[src/rtl/acc_ctl_pkg.sv]
`timescale 1ns/1ps
package acc_ctl_pkg;
  localparam int STATE_W = 4;
  localparam int OPC_W   = 5;

  typedef enum logic [STATE_W-1:0] {
    ST_RST1  = 4'd0,
    ST_RST2  = 4'd1,
    ST_FETCH = 4'd2,
    ST_AOPR  = 4'd3,
    ST_SOPR  = 4'd4,
    ST_LD1   = 4'd5,
    ST_LD2   = 4'd6,
    ST_LD3   = 4'd7,
    ST_ST1   = 4'd8,
    ST_ST2   = 4'd9,
    ST_BRN1  = 4'd10,
    ST_BRN2  = 4'd11,
    ST_JMP   = 4'd12,
    ST_SPARE = 4'd13
  } ctlState_e;

  typedef enum logic [1:0] {
    MEM_NOP   = 2'b00,
    MEM_READ  = 2'b01,
    MEM_WRITE = 2'b10
  } memOp_e;

  typedef enum logic [1:0] {
    PC_HOLD    = 2'b00,
    PC_LOAD    = 2'b01,
    PC_INC     = 2'b10,
    PC_LOADINC = 2'b11
  } pcSel_e;

  typedef enum logic [2:0] {
    ALU_ADD  = 3'd0,
    ALU_AND  = 3'd1,
    ALU_NOT  = 3'd2,
    ALU_SHR  = 3'd3,
    ALU_PASS = 3'd4
  } aluOp_e;

  // Exact opcodes; the two operand classes are matched by their upper four bits.
  localparam logic [OPC_W-1:0] OPC_BRN   = 5'b00010;
  localparam logic [OPC_W-1:0] OPC_JMP   = 5'b00011;
  localparam logic [OPC_W-1:0] OPC_STORE = 5'b00100;
  localparam logic [OPC_W-1:0] OPC_LOAD  = 5'b00101;
  localparam logic [OPC_W-2:0] OPC_AOPR_HI = 4'b0011;
  localparam logic [OPC_W-2:0] OPC_SOPR_HI = 4'b0000;

  typedef struct packed {
    logic     edbSel;
    logic     aoLe;
    logic     aoSel;
    logic     acLe;
    logic     diLe;
    logic     pcInSel;
    pcSel_e   pcSel;
    memOp_e   memOp;
    aluOp_e   aluOp;
  } ctlStrobes_t;
endpackage

[src/rtl/acc_ctl_seq.sv]
`timescale 1ns/1ps
module acc_ctl_seq
  import acc_ctl_pkg::*;
(
  input  logic             clk,
  input  logic             rst,
  input  logic [OPC_W-1:0] opcode,
  input  logic             acSign,
  output ctlState_e        curState
);
  ctlState_e nextState;

  always_comb begin
    nextState = ST_FETCH;
    unique case (curState)
      ST_RST1:  nextState = ST_RST2;
      ST_RST2:  nextState = ST_FETCH;
      ST_FETCH: begin
        if (opcode[OPC_W-1:1] == OPC_AOPR_HI)      nextState = ST_AOPR;
        else if (opcode[OPC_W-1:1] == OPC_SOPR_HI) nextState = ST_SOPR;
        else if (opcode == OPC_LOAD)               nextState = ST_LD1;
        else if (opcode == OPC_STORE)              nextState = ST_ST1;
        else if (opcode == OPC_BRN)                nextState = ST_BRN1;
        else if (opcode == OPC_JMP)                nextState = ST_JMP;
        else                                       nextState = ST_FETCH;
      end
      ST_LD1:   nextState = ST_LD2;
      ST_LD2:   nextState = ST_LD3;
      ST_ST1:   nextState = ST_ST2;
      // Branch resolves on the settled sign at the end of the not-taken cycle.
      ST_BRN1:  nextState = acSign ? ST_BRN2 : ST_FETCH;
      ST_AOPR, ST_SOPR, ST_LD3, ST_ST2, ST_BRN2, ST_JMP:
                nextState = ST_FETCH;
      default:  nextState = ST_RST1;
    endcase
  end

  always_ff @(posedge clk) begin
    if (rst) curState <= ST_RST1;
    else     curState <= nextState;
  end
endmodule

[src/rtl/acc_ctl_decode.sv]
`timescale 1ns/1ps
module acc_ctl_decode
  import acc_ctl_pkg::*;
(
  input  ctlState_e   curState,
  input  logic        opcodeLsb,
  output ctlStrobes_t strobes
);
  always_comb begin
    strobes = '0;
    unique case (curState)
      ST_RST1: begin
        strobes.pcSel   = PC_LOAD;
        strobes.pcInSel = 1'b0;
      end
      ST_RST2, ST_BRN1: begin
        strobes.aoLe  = 1'b1;
        strobes.aoSel = 1'b0;
        strobes.pcSel = PC_INC;
      end
      ST_FETCH, ST_LD2: begin
        strobes.memOp = MEM_READ;
        strobes.diLe  = 1'b1;
      end
      ST_AOPR: begin
        strobes.acLe   = 1'b1;
        strobes.edbSel = 1'b1;
        strobes.aluOp  = opcodeLsb ? ALU_AND : ALU_ADD;
        strobes.aoLe   = 1'b1;
        strobes.pcSel  = PC_INC;
      end
      ST_SOPR: begin
        strobes.acLe  = 1'b1;
        strobes.aluOp = opcodeLsb ? ALU_SHR : ALU_NOT;
        strobes.aoLe  = 1'b1;
        strobes.pcSel = PC_INC;
      end
      ST_LD1, ST_ST1: begin
        strobes.aoLe  = 1'b1;
        strobes.aoSel = 1'b1;
      end
      ST_LD3: begin
        strobes.acLe  = 1'b1;
        strobes.aluOp = ALU_PASS;
        strobes.aoLe  = 1'b1;
        strobes.pcSel = PC_INC;
      end
      ST_ST2: begin
        strobes.memOp = MEM_WRITE;
        strobes.aoLe  = 1'b1;
        strobes.pcSel = PC_INC;
      end
      ST_BRN2, ST_JMP: begin
        strobes.aoLe    = 1'b1;
        strobes.aoSel   = 1'b1;
        strobes.pcInSel = 1'b1;
        strobes.pcSel   = PC_LOADINC;
      end
      default: strobes = '0;
    endcase
  end
endmodule

[src/rtl/acc_ctl_unit.sv]
`timescale 1ns/1ps
module acc_ctl_unit
  import acc_ctl_pkg::*;
(
  input  logic                 clk,
  input  logic                 rst,
  input  logic [OPC_W-1:0]     opcode,
  input  logic                 acSign,
  output logic [STATE_W-1:0]   ctlState,
  output logic                 edbSel,
  output logic                 aoLe,
  output logic                 aoSel,
  output logic                 acLe,
  output logic                 diLe,
  output logic                 pcInSel,
  output logic [1:0]           pcSel,
  output logic [1:0]           memOp,
  output logic [2:0]           aluOp
);
  ctlState_e   curState;
  ctlStrobes_t strobes;

  acc_ctl_seq u_seq (
    .clk      (clk),
    .rst      (rst),
    .opcode   (opcode),
    .acSign   (acSign),
    .curState (curState)
  );

  acc_ctl_decode u_dec (
    .curState  (curState),
    .opcodeLsb (opcode[0]),
    .strobes   (strobes)
  );

  assign ctlState = curState;
  assign edbSel   = strobes.edbSel;
  assign aoLe     = strobes.aoLe;
  assign aoSel    = strobes.aoSel;
  assign acLe     = strobes.acLe;
  assign diLe     = strobes.diLe;
  assign pcInSel  = strobes.pcInSel;
  assign pcSel    = strobes.pcSel;
  assign memOp    = strobes.memOp;
  assign aluOp    = strobes.aluOp;
endmodule

[config.mk]
export PLATFORM = sky130hd
export DESIGN_NAME = acc_ctl_unit
export DESIGN_NICKNAME = d
export VERILOG_FILES = /design/src/rtl/acc_ctl_pkg.sv /design/src/rtl/acc_ctl_seq.sv /design/src/rtl/acc_ctl_decode.sv /design/src/rtl/acc_ctl_unit.sv
export SDC_FILE = /design/constraint.sdc
export NUM_CORES = 1
export LEC_CHECK = 0
export CORE_MARGIN = 2
export CORE_UTILIZATION = 30
export CTS_CLUSTER_DIAMETER = 30
export DETAILED_ROUTE_END_ITERATION = 16
export GPL_ROUTABILITY_DRIVEN = 0
export PLACE_DENSITY = 0.71
export SYNTH_ARGS = -nofsm -noshare
export SYNTH_HDL_FRONTEND = slang
export SYNTH_SLANG_ARGS = --single-unit
[constraint.sdc]
create_clock -name clk -period 1.9 [get_ports clk]
set_clock_uncertainty 0.2 [all_clocks]
set_input_delay 0.285 -clock clk [delete_from_list [all_inputs] [get_ports clk]]
set_output_delay 0.285 -clock clk [all_outputs]
set_load 0.01 [all_outputs]
# Word-level counts from Yosys, hierarchy flattened
# Index checks and enable logic that the tools add are counted.
totals:
  regBits: 4
  in_bits: 8
  out_inout_bits: 17
  word_cells: 46
op_classes:
  n_eq_ne: 17
  muxes: 19
  reduce_logical: 9
op_table:
  columns: ["operator", "count"]
  rows:
  - ["4-bit 2-to-1 mux", 7]
  - ["4-bit case mux with 7 select lines", 1]
  - ["4-bit == test (second input constant)", 5]
  - ["4-bit by 3-bit == test with 1-bit output (second input constant)", 4]
  - ["4-bit by 2-bit == test with 1-bit output (second input constant)", 3]
  - ["5-bit by 2-bit == test with 1-bit output (second input constant)", 2]
  - ["5-bit by 3-bit == test with 1-bit output (second input constant)", 2]
  - ["10-bit OR reduction", 1]
  - ["3-bit case mux with 3 select lines", 1]
  - ["4-bit logical NOT", 2]
  - ["1-bit 2-to-1 mux", 8]
  - ["7-bit OR reduction", 1]
  - ["2-bit case mux with 3 select lines", 1]
  - ["6-bit OR reduction", 1]
  - ["4-bit by 1-bit == test with 1-bit output (second input constant)", 1]
  - ["2-bit case mux with 2 select lines", 1]
  - ["2-bit OR reduction", 2]
  - ["4-bit OR reduction", 1]
  - ["3-bit OR reduction", 1]

# Longest topological paths before layout
# Gate-level depths: netlist of run 1.
logic_depth:
  ltp_word: 8
  depth_mapped: 5
  ltp_nobuf: 4

# Modules after synthesis
# A second synthesis of run 1 with hierarchy kept.
unflattened:
  cells_unflattened: 59
  hier_area_um2: 460.4
modules_own_cells:
  columns: ["mod", "n_inst", "cells_each", "area_each_um2", "seq_area_each_um2"]
  rows:
  - ["acc_ctl_seq", 1, 30, 255.2, 80.1]
  - ["acc_ctl_decode", 1, 29, 205.2, 0.0]

# Worst setup path before layout of run 1
# OpenSTA, ideal clock, no wires.
synth_path:
  path_type: "register -> output"
  start: "register u_seq.curState[0]"
  end: "output port aluOp[0]"
  arrival_time_ns: 1.248
  t_required_ns: 1.415
  slack_ns: 0.167
  path_stages_with_launch: 5
  n_path_buf: 1
  path_cell_list: "dfxtp_1 buf_4 nand2_1 nor3_1 o21a_1"
synth_via:
  elab_chain_len: 2
  word_cells_on_any_way: 4
  cone_classes: "3 x eq/ne; 1 x mux"
synth_rtl:
  columns: ["item", "line_no", "source"]
  rows:
  - ["start, declared", "acc_ctl_seq.sv:9", "output ctlState_e curState"]
  - ["start signal, assigned", "acc_ctl_seq.sv:40", "else curState <= nextState;"]
  - ["4-bit by 3-bit == test with 1-bit output / 4-bit by 2-bit == test with 1-bit output (equally long branches)", "acc_ctl_decode.sv:11", "unique case (curState)"]
  - ["3-bit case mux with 3 select lines (*)", "acc_ctl_decode.sv:11", null]
  - ["end, declared", "acc_ctl_unit.sv:18", "output logic [2:0] aluOp"]
# Mark *: on every way between the ends. The rest lies on a longest branch, timed or not.

# Worst setup path after layout of run 1
layout_path:
  start: "register u_seq.curState[1]"
  end: "output port pcSel[0]"
layout_via:
  elab_chain_len: 3
  word_cells_on_any_way: 12
  cone_classes: "8 x eq/ne; 1 x mux; 3 x reduce/logical"
layout_rtl:
  columns: ["item", "line_no", "source"]
  rows:
  - ["4-bit by 1-bit == test with 1-bit output, or another cell as far along", "acc_ctl_decode.sv:11", null]
  - ["6-bit OR reduction (no line) / 2-bit OR reduction (equally long branches)", null, null]
  - ["2-bit case mux with 3 select lines (*)", "acc_ctl_decode.sv:11", null]
  - ["end, declared", "acc_ctl_unit.sv:16", "output logic [1:0] pcSel,"]
# Marked as above.

==> results.toml, run 1 <==
[logic_synthesis]
synth_top_area_share_pct = 18.2
synth.area.top_cells = "dfxtp_1 18%, a21oi_1 8.0%, nor2_1 7.7%"
synth-seq-cells = 4
syn-num-nets = 68
synth_warnings = 0
synthFlopType = "dfxtp_1"
synthArstFlopShare_pct = 0
syn-mean-instance-area_um2 = 7.32
ys_seq_area_share_pct = 18.2
synthDistinctLibCells = 26
yosys.area.top_type = "dfxtp_1"
syn_inst = 60
synth-edff-count = 0
syn_area_um2 = 439

[setup_path]
cp_max_fo = 4
crit_type = "reg2out"
r2r_cells = 6
endpoint_kind = "output pin"
cp-start-kind = "flop"
crit_arrival_ns = 1.38
worstPathRequired_ns = 1.41

[sta]
post-route-min-period_ns = 1.86
clock.fmax_mhz = 536
hold_viol = 0
worst_pin_slew_ns = 0.276
fin_setup_tns_ns = 0
rsz0062_at_grt = "true"
holdWs_ns = 0.452
drv_slew = 0
setup_ws_ns = 0.0356
setup_viol = 0
slew_headroom_pct = 81.5
period_share_pct = 98.1

[floorplan]
num_rows = 13
die_y_um = 42.3
ioPinCount = 25
design.core.area_um2 = 1330
start_util_pct = 32.9
die_area_um2 = 1790
die_w_um = 42.3

[global_route]
grt_pass1_wl_um = 2220
antenna_found_initial = 0
grt_max_degree = 9
grt_pass1_vias = 575
grt_overflow = 0
grt_usage_pct = 15.9

[flow_run]
drv_cap = 0

[clock_tree]
clk_pin_slew_worst_paths_ns = 0.04
clock-sinks = 4
cts_root_buffer = "clkbuf_4"
clockBufferDepth = 2
htreeDepth = 1
clkLatencyLatePin_ns = 0.24
cts_buffers = 3
cts_tree = "yes"

[layout]
top_regs = "u_seq.curState: 4 flops"
nFillCells = 138
post_layout_nonfiller_instances = 112
regMostFlops = "u_seq.curState"
syn_to_final_growth_pct = 78.9
final_cell_mix = "12 x buf_4, 11 x clkdlybuf4s50_1, 7 x nor2_1, 7 x a21oi_1, 7 x dlygate4sd2_1"
final_layout_size_suffix_gt1_share_pct = 37.1
nets = 107
diodes = 0
final_common_cell = "buf_4"
largest_register_ffs = 4
ff_latch_area_um2 = 86.3
multi_input_area_um2 = 340

[detailed_routing]
via_count = 573
dr.pass1.iters = 3
via_per_inst = 5.12
wl_per_cell_um = 13.0
drt-initial-drc-count = 2
route.detailed.drc = 0
wl_um = 1460
ant_nets = 0

[pwr]
power.density_nw_per_um2 = 506
leakagePower_nw = 0.361
irDropWorstVdd_mv = 0.488

[placed_design]
io_buffers = 24
dp_hpwl_um = 1110
place_inst = 108
place_ws_ns = -0.106

[worst_hold_path]
hp-class = "reg2reg"
hold-path-cell-count = 3

[outcome]
status = "complete, no violations"
cells in the mapped netlist (2+ instances only):
cell,number
nor2_1,9
a21oi_1,7
nand2_1,6
nand2b_1,5
dfxtp_1,4
o21ai_0,4
nor2b_1,3
buf_4,2
mux2_2,2
nor3_1,2
repair_timing:
| action | 4_1_cts | 5_1_grt |
|---|---|---|
| resized for setup | 35 | 8 |
| hold buffers | 0 | 0 |
| setup endpoints to repair | 13 | 3 |
| pin swaps | 0 | 1 |
| buffers inserted | 1 | 0 |
per-stage QoR:
stage	total power [W]	util (%)	cell area, um2
2_1_floorplan	0.000198	-	439
3_3_place_gp	0.000292	57.3	764
3_5_place_dp	0.000297	57.3	764
4_1_cts	0.000397	58.3	778
5_1_grt	0.000425	58.9	786
6_report	0.000398	58.9	786
path summary, 6_finish.rpt:
check                                    start                           end  slack, ns
setup / recovery  u_seq.curState[1]$_SDFF_PP0_                      pcSel[0]       0.04
hold / removal    u_seq.curState[1]$_SDFF_PP0_  u_seq.curState[1]$_SDFF_PP0_       0.45
setup reg to reg  u_seq.curState[3]$_SDFF_PP0_  u_seq.curState[0]$_SDFF_PP0_       0.31
hold reg to reg   u_seq.curState[1]$_SDFF_PP0_  u_seq.curState[1]$_SDFF_PP0_       0.45
critical path, stage by stage, from the launching register on:
cell	delay (ns)
dfxtp_4	0.35
or2_4	0.25
mux2_2	0.27
o22ai_2	0.13
buf_2	0.15
cell families after synthesis:
family	after synthesis	share of synthesized area, %
AND/OR/NAND/NOR	31	41.3
AO/OA/AOI/OAI	18	27.4
buffers and inverters	5	7.97
flip-flops	4	18.2
multiplexers	2	5.13
power by group:
part | internal, W | switching [W] | total, W | leakage (nW)
clock | 0.0000706 | 0.0000345 | 0.000105 | 0.0138
sequential | 0.0000916 | 0.00000815 | 0.0000998 | 0.0341
combinational | 0.000105 | 0.0000877 | 0.000193 | 0.313
total | 0.000267 | 0.000130 | 0.000398 | 0.361
layout make-up:
cell class / count / area share [%]
well taps: 15 / 2.39
flip-flops and latches: 4 / 11.0
repair buffers: 38 / 40.0
multi-input cells: 51 / 43.3
inverters: 1 / 0.478
clock buffers: 3 / 2.87
layer usage:
| layer | GRT usage (%) | wire length [um] | vias up | part of all wire (%) |
|---|---|---|---|---|
| met4 | 4.38 | 0 | 0 | 0 |
| met5 | 0 | 0 | - | 0 |
| met3 | 5.17 | 88 | 0 | 6.0 |
| li1 | - | - | 288 | - |
| met1 | 17.4 | 620 | 263 | 43 |
| met2 | 28.9 | 749 | 22 | 51 |
(Power assumes the default switching activity.)
==> run 2: changes to the inputs <==
Settings changed: CTS_CLUSTER_DIAMETER 30 to 50.
==> results of run 2 <==
Final layout, timing and power as in run 1 (identical DEF).
